===== src/rtl/qdac_pkg.sv =====
package qdac_pkg;

  // strobes passed from the bus controller to the register datapath
  typedef struct packed {
    logic       capCmd;   // rxByte is the command/channel byte
    logic       capHi;    // rxByte is the upper half of the code word
    logic       capLo;    // rxByte is the lower half of the code word
    logic       commit;   // fourth byte acknowledged: execute
    logic [7:0] rxByte;
  } strobe_t;

  typedef enum logic [2:0] {
    BUS_IDLE,
    BUS_SHIFT,
    BUS_ACKWAIT,
    BUS_ACK,
    BUS_IGNORE
  } busState_t;

  localparam logic [3:0] CMD_WR_INP     = 4'b0000;
  localparam logic [3:0] CMD_UPD_DAC    = 4'b0001;
  localparam logic [3:0] CMD_WR_UPD_ALL = 4'b0010;
  localparam logic [3:0] CMD_WR_UPD     = 4'b0011;
  localparam logic [3:0] CMD_PD_CH      = 4'b0100;
  localparam logic [3:0] CMD_PD_CHIP    = 4'b0101;
  localparam logic [3:0] CMD_REF_INT    = 4'b0110;
  localparam logic [3:0] CMD_REF_EXT    = 4'b0111;
  localparam logic [3:0] CH_ALL         = 4'b1111;

endpackage


===== src/rtl/qdac_sync.sv =====
module qdac_sync #(
  parameter int          W       = 3,
  parameter logic [W-1:0] RST_VAL = '1
) (
  input  logic         clk,
  input  logic         rstN,
  input  logic [W-1:0] din,
  output logic [W-1:0] dout
);
  for (genvar i = 0; i < W; i++) begin : g_bit
    logic [1:0] stage;
    always_ff @(posedge clk) begin
      if (!rstN) stage <= {2{RST_VAL[i]}};
      else       stage <= {stage[0], din[i]};
    end
    assign dout[i] = stage[1];
  end
endmodule


===== src/rtl/qdac_bus_ctrl.sv =====
module qdac_bus_ctrl
  import qdac_pkg::*;
#(
  parameter logic [3:0] ADDR_PREFIX = 4'b0010
) (
  input  logic      clk,
  input  logic      rstN,
  input  logic      scl,
  input  logic      sda,
  input  logic [2:0] chipAddr,
  output strobe_t   strb,
  output logic      ackDrive
);
  logic       sclQ, sdaQ;
  logic       sclRise, sclFall, startCond, stopCond;
  busState_t  state;
  logic [2:0] bitCnt;
  logic [1:0] byteCnt;
  logic [7:0] shiftReg;
  logic [7:0] byteIn;
  logic [6:0] devAddr;
  logic       addrOk;

  assign devAddr   = {ADDR_PREFIX, chipAddr};
  assign sclRise   = scl & ~sclQ;
  assign sclFall   = ~scl & sclQ;
  assign startCond = scl & sclQ & sdaQ & ~sda;
  assign stopCond  = scl & sclQ & ~sdaQ & sda;
  assign byteIn    = {shiftReg[6:0], sda};
  assign addrOk    = (byteIn[7:1] == devAddr) && !byteIn[0];

  always_ff @(posedge clk) begin
    if (!rstN) begin
      sclQ <= 1'b1;
      sdaQ <= 1'b1;
    end else begin
      sclQ <= scl;
      sdaQ <= sda;
    end
  end

  always_ff @(posedge clk) begin
    if (!rstN) begin
      state    <= BUS_IDLE;
      bitCnt   <= '0;
      byteCnt  <= '0;
      shiftReg <= '0;
      ackDrive <= 1'b0;
      strb     <= '0;
    end else begin
      strb.capCmd <= 1'b0;
      strb.capHi  <= 1'b0;
      strb.capLo  <= 1'b0;
      strb.commit <= 1'b0;
      if (startCond) begin
        state    <= BUS_SHIFT;
        bitCnt   <= '0;
        byteCnt  <= '0;
        ackDrive <= 1'b0;
      end else if (stopCond) begin
        state    <= BUS_IDLE;
        ackDrive <= 1'b0;
      end else begin
        case (state)
          BUS_SHIFT: begin
            if (sclRise) begin
              shiftReg <= byteIn;
              bitCnt   <= bitCnt + 3'd1;
              if (bitCnt == 3'd7) begin
                if (byteCnt == 2'd0 && !addrOk) begin
                  state <= BUS_IGNORE;
                end else begin
                  state       <= BUS_ACKWAIT;
                  strb.rxByte <= byteIn;
                  strb.capCmd <= (byteCnt == 2'd1);
                  strb.capHi  <= (byteCnt == 2'd2);
                  strb.capLo  <= (byteCnt == 2'd3);
                end
              end
            end
          end
          BUS_ACKWAIT: begin
            if (sclFall) begin
              ackDrive <= 1'b1;
              state    <= BUS_ACK;
            end
          end
          BUS_ACK: begin
            if (sclFall) begin
              ackDrive <= 1'b0;
              if (byteCnt == 2'd3) begin
                strb.commit <= 1'b1;
                state       <= BUS_IGNORE;
              end else begin
                byteCnt <= byteCnt + 2'd1;
                state   <= BUS_SHIFT;
              end
            end
          end
          default: ;
        endcase
      end
    end
  end

  // data line is never pulled while bits are being shifted in
  p_release_while_shift_r2: assert property (@(posedge clk) disable iff (!rstN)
    (state == BUS_SHIFT || state == BUS_IDLE) |-> !ackDrive);

  // nothing acknowledged once the transfer is being ignored
  p_no_ack_ignored_r3: assert property (@(posedge clk) disable iff (!rstN)
    (state == BUS_IGNORE) |-> !ackDrive);

  // execution only follows the fourth byte
  p_commit_fourth_byte_r6: assert property (@(posedge clk) disable iff (!rstN)
    strb.commit |-> (byteCnt == 2'd3));

endmodule


===== src/rtl/qdac_datapath.sv =====
module qdac_datapath
  import qdac_pkg::*;
#(
  parameter int NCH = 4,
  parameter int RES = 12
) (
  input  logic               clk,
  input  logic               rstN,
  input  strobe_t            strb,
  input  logic               loadLvl,
  input  logic               midSel,
  output logic [NCH*RES-1:0] dacFlat,
  output logic [NCH-1:0]     pwrDown,
  output logic               refEn
);
  localparam int             WORD_W   = 16;
  localparam logic [RES-1:0] MID_CODE = {1'b1, {(RES-1){1'b0}}};

  logic [3:0]        cmdR, chR;
  logic [WORD_W-1:0] wordR;
  logic [RES-1:0]    newCode, rstCode;
  logic              loadQ, loadFall, armed;
  logic              cmdWrites, cmdUpdAll, cmdUpdSel, cmdClrPd, cmdDisarm;

  assign newCode   = RES'(wordR >> (WORD_W - RES));
  assign rstCode   = midSel ? MID_CODE : '0;
  assign loadFall  = loadQ & ~loadLvl;
  assign cmdWrites = (cmdR == CMD_WR_INP) || (cmdR == CMD_WR_UPD_ALL) || (cmdR == CMD_WR_UPD);
  assign cmdUpdAll = (cmdR == CMD_WR_UPD_ALL);
  assign cmdUpdSel = (cmdR == CMD_UPD_DAC) || (cmdR == CMD_WR_UPD);
  assign cmdClrPd  = (cmdR == CMD_WR_UPD_ALL) || (cmdR == CMD_WR_UPD);
  assign cmdDisarm = (cmdR == CMD_UPD_DAC) || cmdClrPd;

  always_ff @(posedge clk) begin
    if (!rstN) begin
      cmdR  <= '0;
      chR   <= '0;
      wordR <= '0;
      loadQ <= 1'b1;
      armed <= 1'b0;
      refEn <= 1'b1;
    end else begin
      loadQ <= loadLvl;
      if (strb.capCmd) {cmdR, chR} <= strb.rxByte;
      if (strb.capHi)  wordR[15:8] <= strb.rxByte;
      if (strb.capLo)  wordR[7:0]  <= strb.rxByte;
      if (strb.commit) begin
        armed <= !cmdDisarm;
        if (cmdR == CMD_REF_INT) refEn <= 1'b1;
        if (cmdR == CMD_REF_EXT) refEn <= 1'b0;
      end else if (loadFall) begin
        armed <= 1'b0;
      end
    end
  end

  for (genvar i = 0; i < NCH; i++) begin : g_ch
    logic           hit, wrInp, updDac, pdSet, pdClr;
    logic [RES-1:0] inpR, dacR;
    logic           pdR;

    assign hit    = (chR == CH_ALL) || (chR == 4'(i));
    assign wrInp  = strb.commit && hit && cmdWrites;
    assign updDac = strb.commit && (cmdUpdAll || (cmdUpdSel && hit));
    assign pdSet  = strb.commit && loadLvl &&
                    ((cmdR == CMD_PD_CHIP) || ((cmdR == CMD_PD_CH) && hit));
    assign pdClr  = strb.commit && hit && cmdClrPd;

    always_ff @(posedge clk) begin
      if (!rstN) begin
        inpR <= rstCode;
        dacR <= rstCode;
        pdR  <= 1'b0;
      end else begin
        if (wrInp) inpR <= newCode;
        if (updDac)                dacR <= wrInp ? newCode : inpR;
        else if (loadFall && armed) dacR <= inpR;
        if (pdClr)      pdR <= 1'b0;
        else if (pdSet) pdR <= 1'b1;
      end
    end

    assign dacFlat[i*RES +: RES] = dacR;
    assign pwrDown[i]            = pdR;
  end

  // committed codes move only on a commit or an armed load edge
  p_dac_hold_r8: assert property (@(posedge clk) disable iff (!rstN)
    (!strb.commit && !(loadFall && armed)) |=> $stable(dacFlat));

  // no power-down flag rises while the strobe is low
  p_pd_blocked_r11: assert property (@(posedge clk) disable iff (!rstN)
    !loadLvl |=> ((pwrDown & ~$past(pwrDown)) == '0));

  // reference selection changes only on an executed command
  p_ref_on_commit_r12: assert property (@(posedge clk) disable iff (!rstN)
    !strb.commit |=> $stable(refEn));

endmodule


===== src/rtl/quad_dac_ctrl.sv =====
module quad_dac_ctrl
  import qdac_pkg::*;
#(
  parameter int         NCH         = 4,
  parameter int         RES         = 12,
  parameter logic [3:0] ADDR_PREFIX = 4'b0010
) (
  input  logic               clk,
  input  logic               rstN,
  input  logic               sclIn,
  input  logic               sdaIn,
  output logic               sdaPullLow,
  input  logic               loadStrobeN,
  input  logic               midScaleSel,
  input  logic [2:0]         chipAddr,
  output logic [NCH*RES-1:0] dacCodes,
  output logic [NCH-1:0]     chanPowerDown,
  output logic               refEnable
);
  logic [2:0] syncOut;
  strobe_t    strb;

  qdac_sync #(.W(3), .RST_VAL(3'b111)) u_sync (
    .clk  (clk),
    .rstN (rstN),
    .din  ({loadStrobeN, sdaIn, sclIn}),
    .dout (syncOut)
  );

  qdac_bus_ctrl #(.ADDR_PREFIX(ADDR_PREFIX)) u_ctrl (
    .clk      (clk),
    .rstN     (rstN),
    .scl      (syncOut[0]),
    .sda      (syncOut[1]),
    .chipAddr (chipAddr),
    .strb     (strb),
    .ackDrive (sdaPullLow)
  );

  qdac_datapath #(.NCH(NCH), .RES(RES)) u_dp (
    .clk     (clk),
    .rstN    (rstN),
    .strb    (strb),
    .loadLvl (syncOut[2]),
    .midSel  (midScaleSel),
    .dacFlat (dacCodes),
    .pwrDown (chanPowerDown),
    .refEn   (refEnable)
  );
endmodule


===== config.mk =====
export PLATFORM = sky130hd
export DESIGN_NAME = quad_dac_ctrl
export DESIGN_NICKNAME = d
export VERILOG_FILES = /design/src/rtl/qdac_pkg.sv /design/src/rtl/qdac_sync.sv /design/src/rtl/qdac_bus_ctrl.sv /design/src/rtl/qdac_datapath.sv /design/src/rtl/quad_dac_ctrl.sv
export SDC_FILE = /design/constraint.sdc
export NUM_CORES = 1
export LEC_CHECK = 0
export BUFFER_PORTS_ARGS = -buffer_cell sky130_fd_sc_hd__buf_4
export CAP_MARGIN = 20
export CELL_PAD_IN_SITES_DETAIL_PLACEMENT = 1
export CELL_PAD_IN_SITES_GLOBAL_PLACEMENT = 2
export CORE_MARGIN = 1.5
export CORE_UTILIZATION = 42
export DETAILED_ROUTE_END_ITERATION = 8
export PLACE_DENSITY_LB_ADDON = 0.05
export SLEW_MARGIN = 5
export SYNTH_ARGS = -nofsm -noshare
export SYNTH_HDL_FRONTEND = slang
export SYNTH_SLANG_ARGS = --single-unit

===== constraint.sdc =====
create_clock -name clk -period 3.6 [get_ports clk]
set_input_delay 0.36 -clock clk [delete_from_list [all_inputs] [get_ports clk]]
set_output_delay 0.36 -clock clk [all_outputs]
set_load 0.03 [all_outputs]

-- After elaboration in Yosys (flattened, before gate mapping)
Cells that the tools add are included.
W data, S select, Z words.
- output and inout port bits: 54
- input bits: 9
- register bits: 163
- bitwise gates (word level): 23
- $add $sub $neg: 2
- reduce and logical (&&, ||, !) cells: 76
- equality and inequality tests: 31
- mux-type cells: 38
- operator list (cell ; number):
    $mux W12 ; 21
    $logic_and A1 B1 Y1 ; 32
    $mux W3 ; 6
    $logic_or A1 B1 Y1 ; 17
    $eq A4 B2 Y1 const B ; 4
    $eq A4 B3 Y1 const B ; 4
    $ne A4 B1 Y1 const B ; 4
    $not A1 Y1 ; 15
    $ne A3 B1 Y1 const B ; 4
    $reduce_and A5 Y1 ; 2
    $reduce_or A2 Y1 ; 5
    $mux W1 ; 9
    $pmux W3 S3 ; 1
    $and A1 B1 Y1 ; 8
    $eq A4 B1 Y1 const B ; 2
    $logic_not A4 Y1 ; 2
    $ne A2 B1 Y1 const B ; 4
    $reduce_and A4 Y1 ; 2
    $eq A7 B5 Y1 ; 1
    $reduce_or A7 Y1 ; 1
    $eq A3 B2 Y1 const B ; 2
    $reduce_and A3 Y1 ; 2
    $reduce_and A6 Y1 ; 1
    $reduce_bool A2 Y1 ; 3
    15 further kinds ; 18

-- Depth between registers and ports, before layout
Gate-level depths: netlist of run 1.
- depth after elaboration: 10
- gate-level depth with buffers: 7

-- Modules after synthesis
A second synthesis of run 1 with hierarchy kept.
- cells, all modules: 601
- area total of the unflattened synthesis: 6626.4 um^2
- modules (own cells, without submodules) (module ; sequential area each (um^2) ; instances ; area each (um^2) ; cells an instance):
    qdac_datapath ; 2942.8 ; 1 ; 5158.7 ; 456
    qdac_bus_ctrl ; 600.6 ; 1 ; 1287.5 ; 130
    qdac_sync ; 120.1 ; 1 ; 180.2 ; 15

-- Least setup slack after synthesis of run 1
Ideal clock, no wire load.
- path kind: flip-flop to flip-flop
- from: register u_dp.chR[1]
- to: register u_dp.g_ch[1].dacR[0], enable pin
- path slack: 1.353 ns
- arrival time: 1.850 ns
- path buffers: 1
- required time: 3.202 ns
- stages on the path, launching flop included: 6
- library setup time: 0.398 ns
- cell sequence: dfxtp_1 -> clkbuf_1 -> and3_1 -> o21a_1 -> a21oi_1 -> o21ai_0
- cells in the longest elaborated chain, start to end: 6
- elaborated cells on any way between the ends: 7
- ends and longest elaborated chain (item ; RTL line ; text):
    from (decl) ; qdac_datapath.sv:19 ; logic [3:0] cmdR, chR;
    from (signal assigned) ; qdac_datapath.sv:44 ; if (strb.capCmd) {cmdR, chR} <= strb.rxByte;
    $eq A4 B4 Y1 or $eq A4 B1 Y1 (tied branches) ; qdac_datapath.sv:62 ; assign hit = (chR == CH_ALL) || (chR == 4'(i));
    $logic_or A1 B1 Y1 (*) ; qdac_datapath.sv:62 ;
    $logic_and A1 B1 Y1 (*) ; qdac_datapath.sv:64 ; assign updDac = strb.commit && (cmdUpdAll || (cmdUpdSel && hit));
    $logic_or A1 B1 Y1 (*) ; qdac_datapath.sv:64 ;
    $logic_and A1 B1 Y1 (*) ; qdac_datapath.sv:64 ;
    $ne A3 B1 Y1 (no source line) (*) ; n/a ;
    to (signal assigned) ; qdac_datapath.sv:72 ; dacR <= rstCode;
    to (signal assigned) ; qdac_datapath.sv:76 ; if (updDac) dacR <= wrInp ? newCode : inpR;
    to (signal assigned) ; qdac_datapath.sv:77 ; else if (loadFall && armed) dacR <= inpR;
    to (decl) ; qdac_datapath.sv:59 ; logic [RES-1:0] inpR, dacR;
Every way passes the cells marked *; elsewhere a longest branch is shown, timed or not.
A chain may end at the register's enable or synchronous reset.

-- Final worst setup path of run 1
- from: register u_dp.chR[3]
- to: register u_dp.g_ch[0].dacR[11] (data pin)
- cells in the longest elaborated chain, start to end: 7
- elaborated cells on any way between the ends: 11
- ends and longest elaborated chain (item ; RTL line ; text):
    $eq A4 B4 Y1 or $logic_not A4 Y1 (tied branches) ; qdac_datapath.sv:62 ;
    $logic_or A1 B1 Y1 (*) ; qdac_datapath.sv:62 ;
    $logic_and A1 B1 Y1 (on tied branches) ; qdac_datapath.sv:63, qdac_datapath.sv:64 ;
    $logic_and A1 B1 Y1 or $logic_or A1 B1 Y1 (tied branches) ; qdac_datapath.sv:63, qdac_datapath.sv:64 ;
    $mux W12 or $logic_and A1 B1 Y1 (tied branches) ; n/a ;
    $mux W12 (*) ; qdac_datapath.sv:76 ;
    $mux W12 (*) ; qdac_datapath.sv:70 ; if (!rstN) begin
    to (signal assigned) ; qdac_datapath.sv:72 ;
    to (signal assigned) ; qdac_datapath.sv:76 ;
    to (signal assigned) ; qdac_datapath.sv:77 ;
    to (decl) ; qdac_datapath.sv:59 ;
Marked as above.

==> impl_metrics.json, run 1 <==
{
  "status": "finished, final reports clean",
  "dpl_cell_area_mm2": 0.00723,
  "cts_buffers": 17,
  "tritoncts": "built",
  "r2r_cells": 4,
  "fin_skew_ns": 0.00599,
  "rsz0062_at_grt": "false",
  "grt_max_degree": 58,
  "p_per_area_mw_per_mm2": 490,
  "drcViolationCount": 0,
  "crit_family": "compound AO/OA/AOI/OAI gates",
  "maxClockFrequency_mhz": 419,
  "synthCells": 620,
  "grt-ovfl-total": 0,
  "max_slew_margin_pct": 36.1,
  "min_path_type": "in2reg",
  "start_kind": "flip-flop",
  "hold_buffers": 0,
  "cp_slowest_cell": "a21boi_2",
  "worstMarginPinSlew_ns": 0.952,
  "worstPathRequired_ns": 3.74,
  "vias": 4503,
  "critPathCaptureType": "flip-flop",
  "antenna_found_initial": 0,
  "nNetsFinal": 674,
  "cellLeakagePower_nw": 3.17,
  "hold_viol_final": 0,
  "cts_resized": 0,
  "die_y_um": 129,
  "critPathMaxStageDelay_ns": 0.75,
  "diodes": 0,
  "syn-cell-area_mm2": 0.00668,
  "fin_ws_ns": 1.22,
  "ir_drop_uv": 345,
  "ys_warn_count": 0,
  "area_growth_pct": 17.1,
  "cts.path.max_buffers": 2,
  "nFillCells": 1675,
  "crit_arrival_ns": 2.53,
  "fin_setup_tns_ns": 0,
  "gp_congestion": 0.821,
  "synthMostInstantiatedCell": "mux2i_1",
  "synth_ff_type": "dfxtp_1",
  "design_area_mm2": 0.00783,
  "whs_ns": 0.123,
  "ys_types": 46,
  "finalMaxSlewViolations": 0,
  "synth_area_per_cell_um2": 10.8,
  "io_pins": 63,
  "htreeDepth": 4,
  "synth_edf_count": 48,
  "vias_per_cell": 5.10,
  "rows": 45,
  "path_clk_slew_ns": 0.06,
  "initial_utilization_pct": 43.5,
  "grt_pass1_vias": 4736,
  "drv_cap": 0,
  "synth_top_area_share_pct": 33.3,
  "cts_root_buffer": "clkbuf_16",
  "routed_wl_mm": 15.6,
  "core-area_mm2": 0.0154,
  "drtAntennaViolNets": 0,
  "crit_cells": 4,
  "drive_gt1_share_pct": 16.7,
  "die_w_um": 129,
  "dp_hpwl_mm": 10.6,
  "yosys-top-cells-count": "mux2i_1, nor2_1, dfxtp_1, edfxtp_1, nand2_1",
  "setup_violations": 0,
  "numClockSinks": 159,
  "dpl_worst_slack_ns": 1.21,
  "drt_iter0_markers": 293,
  "crit_fanout": 13,
  "ys_ff_latch": 159,
  "die-area_mm2": 0.0167,
  "yosysSeqAreaShare_pct": 54.8,
  "grtUsageTotal_pct": 19.9,
  "r2r_setup_slack_ns": 1.22,
  "hold_depth": 2,
  "worst-setup-path-type": "reg2reg",
  "timing.final.crit_share_pct": 66.2,
  "port-buffer-count": 62,
  "clk_latency_ns": 0.42,
  "dr.pass1.iters": 4,
  "min_period_ns": 2.38,
  "postCtsSetupBuffers": 0,
  "synth_largest_area_cell": "dfxtp_1",
  "crit_buf_inv": 0,
  "syn-num-nets": 635,
  "async_flop_share_pct": 0,
  "grt_pass1_wl_mm": 25.1,
  "crit_chain": "or4_4 -> a21boi_2 -> mux2i_1 -> a21oi_1",
  "synth_area_leaders": "dfxtp_1, edfxtp_1, mux2i_1",
  "wl_per_cell_um": 17.6
}
==> cell type report <==
| cell class | count | area [um2] | area share [%] |
|---|---|---|---|
| multi-input cells | 400 | 2720 | 34.8 |
| flip-flops and latches | 159 | 3660 | 46.8 |
| clock inverters | 11 | 110 | 1.41 |
| inverters | 7 | 27.5 | 0.352 |
| repair buffers | 74 | 556 | 7.10 |
| well taps | 211 | 264 | 3.37 |
| clock buffers | 21 | 482 | 6.16 |
==> where the power goes <==
group,internal [mW],switching [mW],total (mW)
Clock,1.09,0.705,1.80
Sequential,1.87,0.0145,1.89
Combinational,0.0473,0.106,0.153
==> metrics by stage <==
stage | util (%) | power (mW) | cells
after floorplan | - | 2.02 | 620
after global placement | 47.1 | 2.08 | 851
after detailed placement | 47.1 | 2.08 | 851
after CTS | 50.9 | 3.89 | 883
after global routing | 50.9 | 3.97 | 883
final | 50.9 | 3.84 | 883
==> metal layers <==
layer	global-route usage [%]	vias to the layer above	share of wire [%]
li1	-	2209	-
met3	3.72	21	2.7
met4	8.13	0	1.8
met5	0	-	0
met1	25.7	2195	48
met2	32.9	78	48
==> flip-flops by register name, summed over array words and instances (netlist names) <==
name	count
u_dp.g_ch.pdR	4
u_ctrl.ackDrive	1
u_dp.armed	1
u_ctrl.bitCnt	3
u_ctrl.shiftReg	7
u_ctrl.byteCnt	2
u_ctrl.sdaQ	1
u_dp.cmdR	4
u_dp.refEn	1
u_ctrl.state	3
u_sync.g_bit.stage	6
u_dp.loadQ	1
u_ctrl.sclQ	1
u_dp.g_ch.inpR	48
u_dp.chR	4
u_dp.wordR	12
u_ctrl.strb	12
u_dp.g_ch.dacR	48
==> cells by family (layout without fill, tap and decap cells) <==
kind of cell / Yosys count / after routing / synth area share, %
flops: 159 / 159 / 54.8
compound gates: 48 / 48 / 4.59
fa+ha+maj: 6 / 6 / 1.12
mux: 133 / 133 / 19.9
buf+inv: 61 / 113 / 4.42
xor+xnor: 7 / 7 / 0.918
simple gates: 206 / 206 / 14.2
==> worst paths after layout <==
path / startpoint / endpoint
worst max-delay path: u_dp.chR[3]$_SDFFE_PN0P_ / u_dp.g_ch[0].dacR[11]$_DFFE_PP_
worst min-delay path: loadStrobeN / u_sync.g_bit[2].stage[0]$_SDFF_PN1_
worst max register to register: u_dp.chR[3]$_SDFFE_PN0P_ / u_dp.g_ch[0].dacR[11]$_DFFE_PP_
worst min register to register: u_sync.g_bit[0].stage[0]$_SDFF_PN1_ / u_sync.g_bit[0].stage[1]$_SDFF_PN1_
==> worst register-to-register path, cell delays in order, from the launching register on <==
cell and delay, ns:
dfxtp_1 0.39, or4_4 0.62, a21boi_2 0.75, mux2i_1 0.26
a21oi_1 0.08
==> layout by cell type, fill, tap and decap left out, types with 8 or more instances in the layout <==
cell type	n
clkbuf_16	18
nor2_1	128
mux2i_1	133
nand2b_1	11
a21oi_1	18
buf_4	74
edfxtp_1	48
o21ai_0	8
nand2_1	28
dfxtp_1	111
No activity file was read; power rests on OpenSTA's default activity.
==> run 2: changes to the inputs <==
- CORE_UTILIZATION: 42 -> 35
- clock period: 3.6 -> 1.9 ns (I/O delays scaled with it)
==> run 2 against run 1 <==
Net effect:
- worst hold slack better by 0.037 ns
- via count is 3.0% higher
- worst setup slack got worse by 1.1 ns
- global-route usage is 2.5 points lower
- critical path type unchanged
- largest power group is now clock
- highest routed layer unchanged
==> impl_metrics.json, run 2 (synthesis gave the netlist of run 1 again) <==
{
  "status": "finished, final reports clean",
  "grt_pass1_vias": 4756,
  "cts.path.max_buffers": 2,
  "timing.final.crit_share_pct": 95.3,
  "design_area_mm2": 0.00830,
  "routed.top_layer": "met4",
  "initial_utilization_pct": 35.7,
  "crit_arrival_ns": 1.97,
  "dpl_worst_slack_ns": -0.0212,
  "final_common_cell": "mux2i_1",
  "antenna_found_initial": 0,
  "cellLeakagePower_nw": 3.40,
  "ir_drop_uv": 670,
  "diodes": 0,
  "cts_buffers": 17,
  "nNetsFinal": 702,
  "start_kind": "flip-flop",
  "dr.pass1.iters": 4,
  "largestRegisters": "u_dp.g_ch.dacR (48), u_dp.g_ch.inpR (48)",
  "rows": 50,
  "maxClockFrequency_mhz": 552,
  "wl_per_cell_um": 17.7,
  "clk_latency_ns": 0.43,
  "cts_root_buffer": "clkbuf_16",
  "dr_wl_met2_mm": 7.90,
  "grt-ovfl-total": 0,
  "setup_violations": 0,
  "dp_hpwl_mm": 11.2,
  "max_slew_margin_pct": 63.6,
  "p_total_mw": 7.66,
  "numClockSinks": 159,
  "grtUsageTotal_pct": 17.4,
  "drcViolationCount": 0,
  "die_w_um": 141,
  "finalMaxSlewViolations": 0,
  "vias": 4636,
  "die-area_mm2": 0.0199,
  "area_growth_pct": 24.2,
  "drive_gt1_share_pct": 20.9,
  "grt_pass1_wl_mm": 26.4,
  "r2r_setup_slack_ns": 0.09,
  "crit_fanout": 13,
  "critPathCaptureType": "flip-flop",
  "whs_ns": 0.160,
  "drv_cap": 0,
  "grt_max_degree": 119,
  "nFillCells": 2016,
  "die_y_um": 141,
  "min_period_ns": 1.81,
  "routed_wl_mm": 16.5,
  "p_per_area_mw_per_mm2": 923,
  "seq_area_mm2": 0.00366,
  "post-place-cells": 897,
  "worst-setup-path-type": "reg2reg",
  "min_path_type": "in2reg",
  "gp_congestion": 0.754,
  "multi_input_comb_area_mm2": 0.00276,
  "routed-wl-met3_um": 458,
  "fin_skew_ns": 0.0106,
  "tritoncts": "built",
  "path_clk_slew_ns": 0.07,
  "wl_met1_mm": 7.96,
  "vias_per_cell": 4.96,
  "hold_viol_final": 0,
  "final_cells": 934,
  "fin_ws_ns": 0.0897,
  "port-buffer-count": 62,
  "worstPathRequired_ns": 2.06,
  "worstMarginPinSlew_ns": 0.546,
  "drtAntennaViolNets": 0,
  "htreeDepth": 4,
  "drt_iter0_markers": 177,
  "io_pins": 63,
  "dpl_cell_area_mm2": 0.00757,
  "final_cell_mix": "mux2i_1, nor2_1, dfxtp_1",
  "core-area_mm2": 0.0187
}
-- run 2: cell type report --
class | instances | area share [%]
multi-input combinational | 400 | 33.3
clock buffer | 18 | 5.29
timing repair buffer | 102 | 10.8
clock inverter | 14 | 2.56
tap | 234 | 3.53
inverter | 7 | 0.332
sequential | 159 | 44.2
-- run 2: path summary, 6_finish.rpt --
kind / from / to / cells past startpoint
worst max-delay path: u_dp.chR[3]$_SDFFE_PN0P_ / u_dp.g_ch[0].dacR[5]$_SDFFCE_PN0P_ / 5
worst min-delay path: midScaleSel / u_dp.g_ch[2].inpR[11]$_DFF_P_ / 4
worst max register to register: u_dp.chR[3]$_SDFFE_PN0P_ / u_dp.g_ch[0].dacR[5]$_SDFFCE_PN0P_ / 5
worst min register to register: u_sync.g_bit[0].stage[0]$_SDFF_PN1_ / u_sync.g_bit[0].stage[1]$_SDFF_PN1_ / 1
-- run 2: worst max-delay path, stage by stage, from the launching register on --
cell	delay, ns
dfxtp_1	0.31
or4_4	0.59
a21boi_4	0.20
buf_12	0.18
mux2i_1	0.21
nor2_1	0.06
-- run 2: what timing repair did --
| item | 4_1_cts | 5_1_grt |
|---|---|---|
| gates cloned | 0 | 1 |
| endpoints found under the hold margin | 3 | 0 |
| pin swaps | 1 | 1 |
| endpoints found under the setup margin | 10 | 33 |
| setup buffers | 1 | 0 |
| hold buffers | 3 | 0 |
| gates resized for setup | 0 | 8 |
-- run 2: through the flow --
step | util (%) | setup TNS [ns]
5_1_grt | 44.3 | -0.0131
6_report | 44.3 | 0
4_1_cts | 44.2 | 0
2_1_floorplan | - | 0
3_5_place_dp | 40.5 | -0.145
3_3_place_gp | 40.5 | -0.00541
-- run 2: metal layers --
layer | vias to the layer above | track usage, %
met5 | - | 0
met4 | 0 | 6.03
met3 | 18 | 3.57
met2 | 65 | 29.0
met1 | 2289 | 22.5
li1 | 2264 | -
-- run 2: power by group --
| group | internal, mW | total, mW | switching [mW] |
|---|---|---|---|
| clock | 2.37 | 3.76 | 1.40 |
| sequential | 3.55 | 3.57 | 0.0236 |
| combinational | 0.112 | 0.324 | 0.212 |
==> run 3: changes to the inputs <==
- PLACE_DENSITY: unset -> 0.83
- PLACE_DENSITY_LB_ADDON: 0.05 -> unset
==> run 3 against run 2 <==
Net effect:
- fmax shrank 0.31%
- cell area shrank 1.9%
- non-clock buffer count shrank 9
- global-route usage shrank 0.46 points
- sequential share of layout area grew 0.84 points
- largest power group is now registers
- clock power shrank 9.6%
- sequential power is essentially flat
- highest routed layer unchanged
- first-iteration DRC count grew 19%
==> impl_metrics.json, run 3 (synthesis gave the netlist of run 1 again) <==
{
  "status": "finished, final reports clean",
  "initial_utilization_pct": 35.7,
  "grt-ovfl-total": 0,
  "start_kind": "flip-flop",
  "fin_setup_tns_ns": 0,
  "area_growth_pct": 21.8,
  "drive_gt1_share_pct": 18.8,
  "finalMaxSlewViolations": 0,
  "min_period_ns": 1.82,
  "ir_drop_uv": 659,
  "fin_skew_ns": 0.00766,
  "min_path_type": "in2reg",
  "crit_arrival_ns": 1.96,
  "drtAntennaViolNets": 0,
  "dpl_worst_slack_ns": 0.0961,
  "die_w_um": 141,
  "wl_per_cell_um": 17.4,
  "fin_ws_ns": 0.0842,
  "vias": 4657,
  "worstPathRequired_ns": 2.05,
  "grt_max_degree": 119,
  "dp_hpwl_mm": 10.6,
  "vias_per_cell": 5.03,
  "crit_fanout": 13,
  "timing.final.crit_share_pct": 95.6,
  "diodes": 0,
  "die-area_mm2": 0.0199,
  "grt_pass1_vias": 4819,
  "numClockSinks": 159,
  "port-buffer-count": 62,
  "clk_latency_ns": 0.42,
  "core-area_mm2": 0.0187,
  "drcViolationCount": 0,
  "nNetsFinal": 693,
  "maxClockFrequency_mhz": 551,
  "final_common_cell": "mux2i_1",
  "cellLeakagePower_nw": 3.29,
  "hold_viol_final": 0,
  "max_slew_margin_pct": 57.8,
  "worstMarginPinSlew_ns": 0.632,
  "antenna_found_initial": 0,
  "cts_root_buffer": "clkbuf_16",
  "rows": 50,
  "nFillCells": 2021,
  "tritoncts": "built",
  "routed_wl_mm": 16.1,
  "p_per_area_mw_per_mm2": 896,
  "cts_buffers": 17,
  "critPathCaptureType": "flip-flop",
  "postCtsSetupBuffers": 0,
  "drt_iter0_markers": 210,
  "largestRegisters": "u_dp.g_ch.dacR (48), u_dp.g_ch.inpR (48)",
  "grt_pass1_wl_mm": 25.7,
  "dr.pass1.iters": 4,
  "path_clk_slew_ns": 0.06,
  "setup_violations": 0,
  "io_pins": 63,
  "worst-setup-path-type": "reg2reg",
  "final_cell_mix": "mux2i_1, nor2_1, dfxtp_1",
  "cts.path.max_buffers": 2,
  "rsz0062_at_grt": "false",
  "gp_congestion": 0.832,
  "grtUsageTotal_pct": 17.0,
  "die_y_um": 141,
  "drv_cap": 0,
  "htreeDepth": 4
}
-- run 3: cell types whose count changed in the layout (fill, tap and decap cells not counted), sizes merged --
cell      change
buf           -9
clkinvlp      +3
bufinv        -2
clkbuf        +2
clkinv        -2
inv           -1
-- run 3: worst paths after layout --
path                                  startpoint                                   to  slack (ns)  cells past startpoint
max                     u_dp.chR[3]$_SDFFE_PN0P_   u_dp.g_ch[0].dacR[1]$_SDFFCE_PN0P_        0.08                      5
min                                         rstN               u_ctrl.sdaQ$_SDFF_PN1_        0.02                      2
max reg2reg             u_dp.chR[3]$_SDFFE_PN0P_   u_dp.g_ch[0].dacR[1]$_SDFFCE_PN0P_        0.08                      5
min reg2reg  u_sync.g_bit[1].stage[0]$_SDFF_PN1_  u_sync.g_bit[1].stage[1]$_SDFF_PN1_        0.41                      1
-- run 3: through the flow --
step | hold WS [ns] | util, % | power (mW) | instances | instance area [um2]
5_1_grt | 0.0101 | 43.5 | 7.53 | 925 | 8140
4_1_cts | 0.00190 | 43.4 | 7.37 | 924 | 8130
6_report | 0.0154 | 43.5 | 7.29 | 925 | 8140
3_3_place_gp | 0.375 | 40.2 | 3.95 | 889 | 7510
2_1_floorplan | 0.291 | - | 3.82 | 620 | 6700
3_5_place_dp | 0.378 | 40.2 | 3.96 | 889 | 7510
-- run 3: power breakdown --
| group | internal, mW | switching, mW | leakage [nW] |
|---|---|---|---|
| registers | 3.55 | 0.0236 | 1.39 |
| logic | 0.111 | 0.208 | 1.63 |
| clock network | 2.05 | 1.35 | 0.273 |
| total | 5.71 | 1.58 | 3.29 |
-- run 3: repair_timing --
item | in CTS | in global routing
resized for setup | 0 | 4
hold buffers | 3 | 0
hold endpoints to repair | 3 | 0
endpoints found under the setup margin | 0 | 11
-- run 3: metal layers --
layer / global-route usage, % / wire (um) / up-vias
met5: 0 / 0 / -
li1: - / - / 2252
met1: 19.3 / 7010 / 2310
met4: 6.80 / 312 / 0
met2: 30.8 / 8350 / 76
met3: 3.63 / 452 / 19
-- run 3: layout make-up --
type                       count  area [um2]  share of cell area (%)
multi-input combinational    400        2750                    33.8
clock buffer                  20         437                    5.36
inverter                       7        27.5                   0.338
timing repair buffer          93         828                    10.2
clock inverter                12         144                    1.77
tap                          234         293                    3.60
sequential                   159        3660                    45.0
-- run 3: worst max-delay path, stage by stage, from the launching register on --
cell,delay [ns]
dfxtp_1,0.32
or4_4,0.59
a21boi_4,0.20
buf_12,0.17
mux2i_1,0.21
nor2_1,0.07
